`config.mk`:
```
export PLATFORM = sky130hd
export DESIGN_NAME = mc_core
export DESIGN_NICKNAME = d
export VERILOG_FILES = /design/src/rtl/mc_pkg.sv /design/src/rtl/mc_decode.sv /design/src/rtl/mc_alu.sv /design/src/rtl/mc_regfile.sv /design/src/rtl/mc_core.sv
export SDC_FILE = /design/constraint.sdc
export NUM_CORES = 2
export LEC_CHECK = 0
export BUFFER_PORTS_ARGS = -buffer_cell sky130_fd_sc_hd__buf_2
export CAP_MARGIN = 40
export CORE_MARGIN = 5
export CORE_UTILIZATION = 55
export DETAILED_ROUTE_END_ITERATION = 10
export MAX_ROUTING_LAYER = met4
export PLACE_DENSITY_LB_ADDON = 0.3
export SLEW_MARGIN = 20
export SYNTH_ARGS = -nofsm -noshare
export SYNTH_HDL_FRONTEND = slang
export SYNTH_SLANG_ARGS = --single-unit
```
`constraint.sdc`:
```
create_clock -name clk -period 6.31 [get_ports clk]
set_input_delay 0.631 -clock clk [delete_from_list [all_inputs] [get_ports clk]]
set_output_delay 0.631 -clock clk [all_outputs]
set_load 0.02 [all_outputs]
```
`src/rtl/mc_pkg.sv`:
```
package mc_pkg;
  localparam int XLEN   = 32;
  localparam int NREG   = 32;
  localparam int RIDX   = $clog2(NREG);
  localparam int IMMW   = 16;
  localparam int TGTW   = 26;
  localparam logic [XLEN-1:0] PC_STEP = XLEN'(4);

  localparam logic [5:0] OP_RTYPE = 6'h00;
  localparam logic [5:0] OP_JMP   = 6'h02;
  localparam logic [5:0] OP_BEQ   = 6'h04;
  localparam logic [5:0] OP_ADDI  = 6'h08;
  localparam logic [5:0] OP_SLTI  = 6'h0A;
  localparam logic [5:0] OP_ANDI  = 6'h0C;
  localparam logic [5:0] OP_ORI   = 6'h0D;
  localparam logic [5:0] OP_XORI  = 6'h0E;
  localparam logic [5:0] OP_LW    = 6'h23;
  localparam logic [5:0] OP_SW    = 6'h2B;

  localparam logic [5:0] FN_ADD = 6'h20;
  localparam logic [5:0] FN_SUB = 6'h22;
  localparam logic [5:0] FN_AND = 6'h24;
  localparam logic [5:0] FN_OR  = 6'h25;
  localparam logic [5:0] FN_XOR = 6'h26;
  localparam logic [5:0] FN_SLT = 6'h2A;

  typedef enum logic [2:0] {
    ST_FETCH, ST_DECODE, ST_EXEC, ST_MEM, ST_WRITE
  } state_e;

  typedef enum logic [2:0] {
    K_RR, K_RI, K_LD, K_ST, K_BR, K_JMP, K_BAD
  } kind_e;

  typedef enum logic [2:0] {
    ALU_ADD, ALU_SUB, ALU_AND, ALU_OR, ALU_XOR, ALU_SLT
  } alu_e;

  typedef struct packed {
    kind_e            kind;
    alu_e             alu;
    logic [RIDX-1:0]  dst;
  } dec_t;

  function automatic logic [XLEN-1:0] sext_imm(input logic [IMMW-1:0] imm);
    return {{(XLEN-IMMW){imm[IMMW-1]}}, imm};
  endfunction

  function automatic logic [XLEN-1:0] alu_calc(input alu_e op,
                                               input logic [XLEN-1:0] a,
                                               input logic [XLEN-1:0] b);
    logic [XLEN-1:0] y;
    case (op)
      ALU_ADD: y = a + b;
      ALU_SUB: y = a - b;
      ALU_AND: y = a & b;
      ALU_OR:  y = a | b;
      ALU_XOR: y = a ^ b;
      ALU_SLT: y = ($signed(a) < $signed(b)) ? XLEN'(1) : '0;
      default: y = '0;
    endcase
    return y;
  endfunction

  function automatic logic [XLEN-1:0] jump_dest(input logic [XLEN-1:0] seq_pc,
                                                input logic [TGTW-1:0] tgt);
    return {seq_pc[XLEN-1:TGTW+2], tgt, 2'b00};
  endfunction
endpackage

```
`src/rtl/mc_decode.sv`:
```
module mc_decode
  import mc_pkg::*;
(
  input  logic [5:0]      opcode,
  input  logic [5:0]      funct,
  input  logic [4:0]      shamt,
  input  logic [RIDX-1:0] rt_idx,
  input  logic [RIDX-1:0] rd_idx,
  output dec_t            dec
);
  always_comb begin
    dec.kind = K_BAD;
    dec.alu  = ALU_ADD;
    dec.dst  = rt_idx;
    case (opcode)
      OP_RTYPE: begin
        dec.dst  = rd_idx;
        dec.kind = (shamt == '0) ? K_RR : K_BAD;
        case (funct)
          FN_ADD:  dec.alu = ALU_ADD;
          FN_SUB:  dec.alu = ALU_SUB;
          FN_AND:  dec.alu = ALU_AND;
          FN_OR:   dec.alu = ALU_OR;
          FN_XOR:  dec.alu = ALU_XOR;
          FN_SLT:  dec.alu = ALU_SLT;
          default: dec.kind = K_BAD;
        endcase
      end
      OP_ADDI: begin dec.kind = K_RI; dec.alu = ALU_ADD; end
      OP_SLTI: begin dec.kind = K_RI; dec.alu = ALU_SLT; end
      OP_ANDI: begin dec.kind = K_RI; dec.alu = ALU_AND; end
      OP_ORI:  begin dec.kind = K_RI; dec.alu = ALU_OR;  end
      OP_XORI: begin dec.kind = K_RI; dec.alu = ALU_XOR; end
      OP_LW:   dec.kind = K_LD;
      OP_SW:   dec.kind = K_ST;
      OP_BEQ:  dec.kind = K_BR;
      OP_JMP:  dec.kind = K_JMP;
      default: dec.kind = K_BAD;
    endcase
  end
endmodule

```
`src/rtl/mc_alu.sv`:
```
module mc_alu
  import mc_pkg::*;
(
  input  alu_e            op,
  input  logic [XLEN-1:0] a,
  input  logic [XLEN-1:0] b,
  output logic [XLEN-1:0] y
);
  assign y = alu_calc(op, a, b);
endmodule

```
`src/rtl/mc_regfile.sv`:
```
module mc_regfile
  import mc_pkg::*;
#(
  parameter int N = NREG,
  parameter int W = XLEN,
  localparam int AW = $clog2(N)
) (
  input  logic          clk,
  input  logic          rst_n,
  input  logic          we,
  input  logic [AW-1:0] waddr,
  input  logic [W-1:0]  wdata,
  input  logic [AW-1:0] raddr_a,
  input  logic [AW-1:0] raddr_b,
  output logic [W-1:0]  rdata_a,
  output logic [W-1:0]  rdata_b
);
  logic [W-1:0] regs [N];

  always_ff @(posedge clk) begin
    if (!rst_n) begin
      for (int i = 0; i < N; i++) regs[i] <= '0;
    end else if (we && waddr != '0) begin
      regs[waddr] <= wdata;
    end
  end

  assign rdata_a = (raddr_a == '0) ? '0 : regs[raddr_a];
  assign rdata_b = (raddr_b == '0) ? '0 : regs[raddr_b];
endmodule

```
`src/rtl/mc_core.sv`:
```
module mc_core
  import mc_pkg::*;
(
  input  logic        clk,
  input  logic        rst_n,
  output logic [31:0] mem_addr,
  input  logic [31:0] mem_rdata,
  output logic [31:0] mem_wdata,
  output logic        mem_we,
  output logic        illegal_op
);
  state_e          state_q, state_d;
  logic [XLEN-1:0] pc_q, ir_q, a_q, b_q, res_q, wb_q;
  dec_t            dec;

  logic [RIDX-1:0] rs_idx, rt_idx, rd_idx;
  logic [XLEN-1:0] imm_sext, rf_a, rf_b, alu_b, alu_y, seq_addr;

  // named events used by the checker
  logic fetch_evt, rf_we, br_taken, jmp_evt, data_phase;

  assign rs_idx   = ir_q[25:21];
  assign rt_idx   = ir_q[20:16];
  assign rd_idx   = ir_q[15:11];
  assign imm_sext = sext_imm(ir_q[IMMW-1:0]);

  mc_decode u_dec (
    .opcode (ir_q[31:26]),
    .funct  (ir_q[5:0]),
    .shamt  (ir_q[10:6]),
    .rt_idx (rt_idx),
    .rd_idx (rd_idx),
    .dec    (dec)
  );

  assign fetch_evt  = (state_q == ST_FETCH);
  assign data_phase = (state_q == ST_MEM);
  assign rf_we      = (state_q == ST_WRITE);
  assign br_taken   = (state_q == ST_EXEC) && (dec.kind == K_BR) && (a_q == b_q);
  assign jmp_evt    = (state_q == ST_EXEC) && (dec.kind == K_JMP);
  assign illegal_op = (state_q == ST_DECODE) && (dec.kind == K_BAD);

  mc_regfile u_rf (
    .clk     (clk),
    .rst_n   (rst_n),
    .we      (rf_we),
    .waddr   (dec.dst),
    .wdata   (wb_q),
    .raddr_a (rs_idx),
    .raddr_b (rt_idx),
    .rdata_a (rf_a),
    .rdata_b (rf_b)
  );

  assign alu_b = (dec.kind == K_RR) ? b_q : imm_sext;

  mc_alu u_alu (
    .op (dec.alu),
    .a  (a_q),
    .b  (alu_b),
    .y  (alu_y)
  );

  assign seq_addr  = res_q & ~XLEN'(3);
  assign mem_addr  = data_phase ? seq_addr : pc_q;
  assign mem_wdata = b_q;
  assign mem_we    = data_phase && (dec.kind == K_ST);

  always_comb begin
    state_d = state_q;
    case (state_q)
      ST_FETCH:  state_d = ST_DECODE;
      ST_DECODE: state_d = (dec.kind == K_BAD) ? ST_FETCH : ST_EXEC;
      ST_EXEC:   state_d = (dec.kind == K_BR || dec.kind == K_JMP) ? ST_FETCH : ST_MEM;
      ST_MEM:    state_d = (dec.kind == K_ST) ? ST_FETCH : ST_WRITE;
      ST_WRITE:  state_d = ST_FETCH;
      default:   state_d = ST_FETCH;
    endcase
  end

  always_ff @(posedge clk) begin
    if (!rst_n) begin
      state_q <= ST_FETCH;
      pc_q    <= '0;
      ir_q    <= '0;
      a_q     <= '0;
      b_q     <= '0;
      res_q   <= '0;
      wb_q    <= '0;
    end else begin
      state_q <= state_d;
      case (state_q)
        ST_FETCH: begin
          ir_q <= mem_rdata;
          pc_q <= pc_q + PC_STEP;
        end
        ST_DECODE: begin
          a_q <= rf_a;
          b_q <= rf_b;
        end
        ST_EXEC: begin
          res_q <= alu_y;
          if (br_taken) pc_q <= pc_q + imm_sext;
          if (jmp_evt)  pc_q <= jump_dest(pc_q, ir_q[TGTW-1:0]);
        end
        ST_MEM: begin
          wb_q <= (dec.kind == K_LD) ? mem_rdata : res_q;
        end
        default: ;
      endcase
    end
  end
endmodule

```
== Word-level counts from Yosys, hierarchy flattened ==
Memories as Yosys holds them, arrays and structs flattened. A register that Yosys moved wholly into a read port is not among the register bits.
Cells that the tools add are included.
Operators by class
  add/subtract/negate cells: 4
  magnitude comparators: 1
  eq/ne operators: 33
  mux-type cells: 31
  bitwise gates (word level): 3
  reductions and logical operators: 21
Operators with widths (number)
  $mux 32: 8
  $pmux 32 s6: 1
  $add 32x32->32: 2
  $pmux 32 s2: 1
  $eq 6x6->1 const B: 8
  $add 32x3->32 const B: 1
  $and 32x32->32: 1
  $eq 32x32->1: 1
  $lt 32x32->1: 1
  $or 32x32->32: 1
  $reduce_or 32->1: 1
  $sub 32x32->32: 1
  $xor 32x32->32: 1
  $eq 6x4->1 const B: 5
  $mux 5: 6
  $pmux 3 s5: 2
  $eq 3x2->1 const B: 6
  $eq 3x3->1 const B: 6
  $pmux 3 s6: 1
  $logic_not 5->1: 3
  $pmux 3 s4: 1
  $logic_not 3->1: 3
  $mux 3: 3
  $eq 3x1->1 const B: 2
  other kinds (15): 27
Word-level totals
  register bits: 195
  memory bits (writable): 1024
  input port bits: 34
  output and inout port bits: 66
  word-level logic and storage cells: 102
  memories: 1
Memory list
  u_rf.regs: words 32, bits a word 32, rd ports 2, clocked after Yosys merged registers in 2, write ports 32, line mc_regfile.sv:18  | logic [W-1:0] regs [N];

== Logic depth before layout (Yosys ltp) ==
  word-level depth: 10
  depth in mapped cells: 25
  depth with buffers taken out: 21

== By module ==
A second synthesis with hierarchy kept.
Unflattened totals
  cells, all modules: 5748
  area, all modules: 70993.1 um^2
By module, submodules not included
  mc_regfile: instances 1, cells each 3509, area an instance 54204.5 um^2, sequential area each 30749.5 um^2
  mc_core: instances 1, cells each 1382, area an instance 11164.5 um^2, sequential area each 3903.7 um^2
  mc_alu: instances 1, cells each 809, area an instance 5290.1 um^2, sequential area each 0.0 um^2
  mc_decode: instances 1, cells each 48, area an instance 334.1 um^2, sequential area each 0.0 um^2

== Least setup slack after synthesis ==
No wires, ideal clock.
  kind: flip-flop to flip-flop
  start point: reg ir_q[29]
  end point: reg res_q[30]
  library setup time: 0.070 ns
  arrival time: 4.760 ns
  data required time: 6.240 ns
  path slack: 1.480 ns
  cell stages (with the launch flop): 24
  buffers on the path: 3
  period minus slack after synthesis: 4.830 ns
  path through: dfxtp_1 > clkbuf_1 > inv_1 > a21oi_1 > o21bai_1 > o21a_1 > nor3_1 > o21ai_1 > nor2_1 > clkbuf_1 > mux2_2 > inv_1 > ha_1 > buf_4 > inv_1 > a21o_1 > a221o_1 > a221oi_4 > o211ai_2 > a211oi_2 > nand2_1 > and3b_1 > or4_1 > a21oi_1
Between the ends
  longest elaborated chain between the ends: 7
  elaborated cells on any way between the ends: 27
  those cells by class: add/sub (2); eq/ne (14); mux (4); bitwise (3); reduce/logical (4)
Ends and longest elaborated chain
  start, declared: line mc_core.sv:13  | logic [XLEN-1:0] pc_q, ir_q, a_q, b_q, res_q, wb_q;
  start signal, assigned: line mc_core.sv:94  | ir_q <= mem_rdata;
  $eq 6x4->1: line mc_decode.sv:15  | case (opcode)
  $reduce_or 5->1 (no line)
  $pmux 3 s6: line mc_decode.sv:15
  $logic_not 3->1: line mc_core.sv:55  | assign alu_b = (dec.kind == K_RR) ? b_q : imm_sext;
  $mux 32: line mc_core.sv:55
  $sub 32x32->32, or another cell as far along: line mc_pkg.sv:55  | ALU_SUB: y = a - b;
  $pmux 32 s6 (*): line mc_pkg.sv:53  | case (op)
  end signal, assigned: line mc_core.sv:102  | res_q <= alu_y;
  end, declared: line mc_core.sv:13
Every way passes the cells marked *; elsewhere a longest branch is shown, timed or not.
A chain may end at the register's enable or synchronous reset.

== Final worst setup path ==
Same ends and word-level chain as after synthesis.

==> qor.tcl <==
set qor(timing.setup.critical_path_class) {flip-flop to flip-flop}
set qor(cellPowerDensity_nw_per_um2) 278
set qor(final-hold-violation-count) 0
set qor(path_delay_family) {compound AO/OA/AOI/OAI gates}
set qor(cp-end-kind) {flip-flop}
set qor(start_util_pct) 55.4
set qor(post-route-period-util_pct) 90.8
set qor(detail_route.iter0.violations) 7385
set qor(ys_warn_count) 0
set qor(detailroute.wirelength.met2_um) 113000
set qor(rows) 130
set qor(detail_route.wl_per_cell_um) 33.3
set qor(final_net_count) 5464
set qor(most_common_cell_type_on_the_critical_path) {sky130_fd_sc_hd__nand2_1}
set qor(clk-insertion-delay-late_ns) 0.79
set qor(grt.overflow.total) 0
set qor(dieArea_um2) 134000
set qor(slew_violations) 0
set qor(first_pass_iters) 6
set qor(horizontal_die_dimension_um) 366
set qor(core_um2) 126000
set qor(floorplan.io_pins) 100
set qor(max_clock_freq_ghz) 0.175
set qor(clkSlewWorstSetupHoldPaths_ns) 0.06
set qor(synth_cell_types) 91
set qor(wl_met3_um) 25200
set qor(worst_clock_skew_ns) 0.0374
set qor(tightest_slew_ns) 1.31
set qor(global_routing_usage_summed_across_all_routing_layers_pct) 35.7
set qor(layout_cells_sized_above_1_pct) 23.7
set qor(number_of_resized_instances_in_the_post_cts_repair_step) 0
set qor(preCtsSetupSlack_ns) 0.599
set qor(num_vias) 48700
set qor(worst_slew_margin_rel_pct) 13.0
set qor(syn_inst) 5324
set qor(placed_cell_area_um2) 73300
set qor(sequential_area_share_after_synthesis_pct) 49.9
set qor(cts_root_buffer) {sky130_fd_sc_hd__clkbuf_16}
set qor(post-layout-total-power_w) 0.0216
set qor(drc) 0
set qor(dp_hpwl_um) 152000
set qor(startpoint) {ir_q[29]}
set qor(min-delay-start) {mem_rdata[11]}
set qor(number_of_global_route_vias_before_repair) 48400
set qor(critical_path.max_fanout) 15
set qor(cts_inserted_buffers) 136
set qor(postLayoutCoreUtil_pct) 61.7
set qor(grt_max_degree) 161
set qor(cellLeakagePower_nw) 27.9
set qor(max_cap_viol_count) 0
set qor(timing.hold.worst.class) {input port to flip-flop}
set qor(setup_viol_count_final) 0
set qor(synth_enable_flop_cells) 1024
set qor(grt_first_pass_wirelength_um) 339000
set qor(portBuffers) 99
set qor(timing.critical_path.required_ns) 7.01
set qor(via_per_inst) 6.89
set qor(fp.dieH_um) 366
set qor(setup_slack_ns) 0.581
set qor(rr_startpoint) {ir_q[29]}
set qor(cp-start-kind) {flip-flop}
set qor(status) {finished, final reports clean}
set qor(synth_area_um2) 69800
set qor(critical-path-slowest-cell) {sky130_fd_sc_hd__dfxtp_1}
set qor(totalNegativeSetupSlack_ns) 0
set qor(postSynthAreaPerCell_um2) 13.1
set qor(place.gp.congestion) 0.959
set qor(ys_ff_latch) 1229
set qor(grt_antenna_before_repair) 12
set qor(synth_async_sr_flop_share_pct) 0
set qor(met1Wirelength_um) 84100
set qor(route.top_layer_used) {met4}
set qor(crit_path_cells) {nand2_1, a21oi_1, o21bai_1, o21a_1, nor3_1, o21ai_1, nor2_2, buf_4, nand2_1, o21ai_0, inv_1, ha_1, nor3_1, o311ai_1, a31oi_1, a221oi_4, o211ai_2, a211oi_2, nand2_1, and3b_1, or4_1, a21oi_1}
set qor(clock_sink_count) 1229
set qor(period_minus_slack_ns) 5.73
set qor(layout.cell_area.non_filler_um2) 77700
set qor(cpPeakStageDelay_ns) 0.69
set qor(crit_arrival_ns) 6.42
set qor(h_tree_depth) 4
set qor(cts_setup_buffers) 0
set qor(postRouteWirelength_um) 235000
set qor(rsz0062_at_grt) {no}
set qor(dominantRegCellSynth) {sky130_fd_sc_hd__edfxtp_1}
set qor(antenna_left) 0
set qor(cts_tree) {yes}
set qor(area_delta_synth_final_pct) 11.4
set qor(postCtsHoldBufs) 0
set qor(worst-path-buf-inv) 2
set qor(max-clock-path-buffers) 3
set qor(vdd.ir_drop.worst_mv) 0.262
[power breakdown]
group	internal, W	switching (W)
combinational	0.00170	0.00251
clock	0.00444	0.00338
sequential	0.00911	0.000461
total	0.0153	0.00636
[worst reg2reg max path, cell delays in order, from the launching register on]
cell                       delay (ns)
sky130_fd_sc_hd__dfxtp_1         0.69
sky130_fd_sc_hd__nand2_1         0.20
sky130_fd_sc_hd__a21oi_1         0.21
sky130_fd_sc_hd__o21bai_1        0.08
sky130_fd_sc_hd__o21a_1          0.11
sky130_fd_sc_hd__nor3_1          0.30
sky130_fd_sc_hd__o21ai_1         0.21
sky130_fd_sc_hd__nor2_2          0.11
sky130_fd_sc_hd__buf_4           0.27
sky130_fd_sc_hd__nand2_1         0.08
sky130_fd_sc_hd__o21ai_0         0.20
sky130_fd_sc_hd__inv_1           0.14
sky130_fd_sc_hd__ha_1            0.44
sky130_fd_sc_hd__nor3_1          0.10
sky130_fd_sc_hd__o311ai_1        0.41
sky130_fd_sc_hd__a31oi_1         0.25
sky130_fd_sc_hd__a221oi_4        0.45
sky130_fd_sc_hd__o211ai_2        0.32
sky130_fd_sc_hd__a211oi_2        0.30
sky130_fd_sc_hd__nand2_1         0.08
sky130_fd_sc_hd__and3b_1         0.19
sky130_fd_sc_hd__or4_1           0.39
sky130_fd_sc_hd__a21oi_1         0.15
[sequential cells by signal, indices dropped and copies added (netlist names), named ones only]
signal     flops
u_rf.regs   1024
a_q           32
ir_q          32
mem_wdata     32
pc_q          32
res_q         32
wb_q          32
state_q        3
[worst paths after layout]
| kind | end | slack (ns) | cells past startpoint |
|---|---|---|---|
| worst max register to register | res_q[30] | 0.58 | 22 |
| worst min register to register | res_q[2] | 0.52 | 2 |
| worst max-delay path | res_q[30] | 0.58 | 22 |
| worst min-delay path | ir_q[11] | 0.11 | 3 |
[synthesized netlist by cell type (all sizes together) (16+ instances only)]
cell    number  area share (%)
edfxtp    1024              44
and2       905             8.1
mux4       640              21
clkbuf     418             2.2
nor2       341             1.8
a21oi      258             1.9
dfxtp      205             5.9
nand2      176            0.95
o21ai      170             1.2
ha         135             2.4
and3       117             1.0
inv        107            0.58
mux2i      104             1.5
buf         80            0.47
a211oi      63            0.68
a21o        56            0.60
xnor2       49            0.61
nor3        40            0.29
mux2        37            0.60
a31oi       33            0.30
nand3       32            0.23
xor2        27            0.34
nand2b      21            0.19
o21a        19            0.20
nor2b       18            0.16
o21bai      17            0.18
nand4       16            0.14
nor4        16            0.16
[through the flow]
stage,hold slack (ns),cells
after CTS,0.0542,7049
after floorplan,0.458,5355
final,0.112,7063
after global placement,0.509,6755
after global routing,0.0917,7060
after detailed placement,0.518,6802
[cells in the final DEF (no fill, tap or decap), types with 98 or more instances in the layout]
cell type / instances
sky130_fd_sc_hd__edfxtp_1: 1024
sky130_fd_sc_hd__and2_1: 902
sky130_fd_sc_hd__mux4_2: 640
sky130_fd_sc_hd__nor2_1: 303
sky130_fd_sc_hd__a21oi_1: 256
sky130_fd_sc_hd__dfxtp_1: 194
sky130_fd_sc_hd__nand2_1: 174
sky130_fd_sc_hd__clkbuf_16: 141
sky130_fd_sc_hd__buf_4: 137
sky130_fd_sc_hd__ha_1: 135
sky130_fd_sc_hd__o21ai_0: 133
sky130_fd_sc_hd__and3_1: 117
sky130_fd_sc_hd__inv_1: 105
sky130_fd_sc_hd__mux2i_1: 104
sky130_fd_sc_hd__buf_2: 98
[per-layer routing]
metal / vias to the layer above / GRT usage [%]
met1: 24500 / 44.6
met2: 3361 / 56.7
met5: - / -
li1: 20100 / -
met3: 681 / 7.56
met4: 0 / 16.3
[cell families (layout without fill, tap and decap cells)]
group                      count (synthesis)  count (layout)  synth area share, %
and+or+nand+nor                         1733            1733                 13.7
muxes                                    781             781                 22.7
buffers and inverters                    605             651                 3.30
AOI/OAI and AO/OA                        761             761                 6.89
other                                      1              44              0.00537
xor gates and xnor gates                  76              76                0.954
DFF                                     1229            1229                 49.9
adders and majority gates                138             138                 2.51
[layout make-up]
cell class	instances	area [um^2]
Antenna cell	12	30.0
Clock buffer	194	3810
Clock inverter	53	519
Fill cell	9374	48200
Inverter	107	407
Multi-Input combinational cell	3521	33400
Sequential cell	1229	34900
Tap cell	1650	2060
Timing Repair Buffer	297	2660
Note: power is estimated with default switching activity, not from simulation.
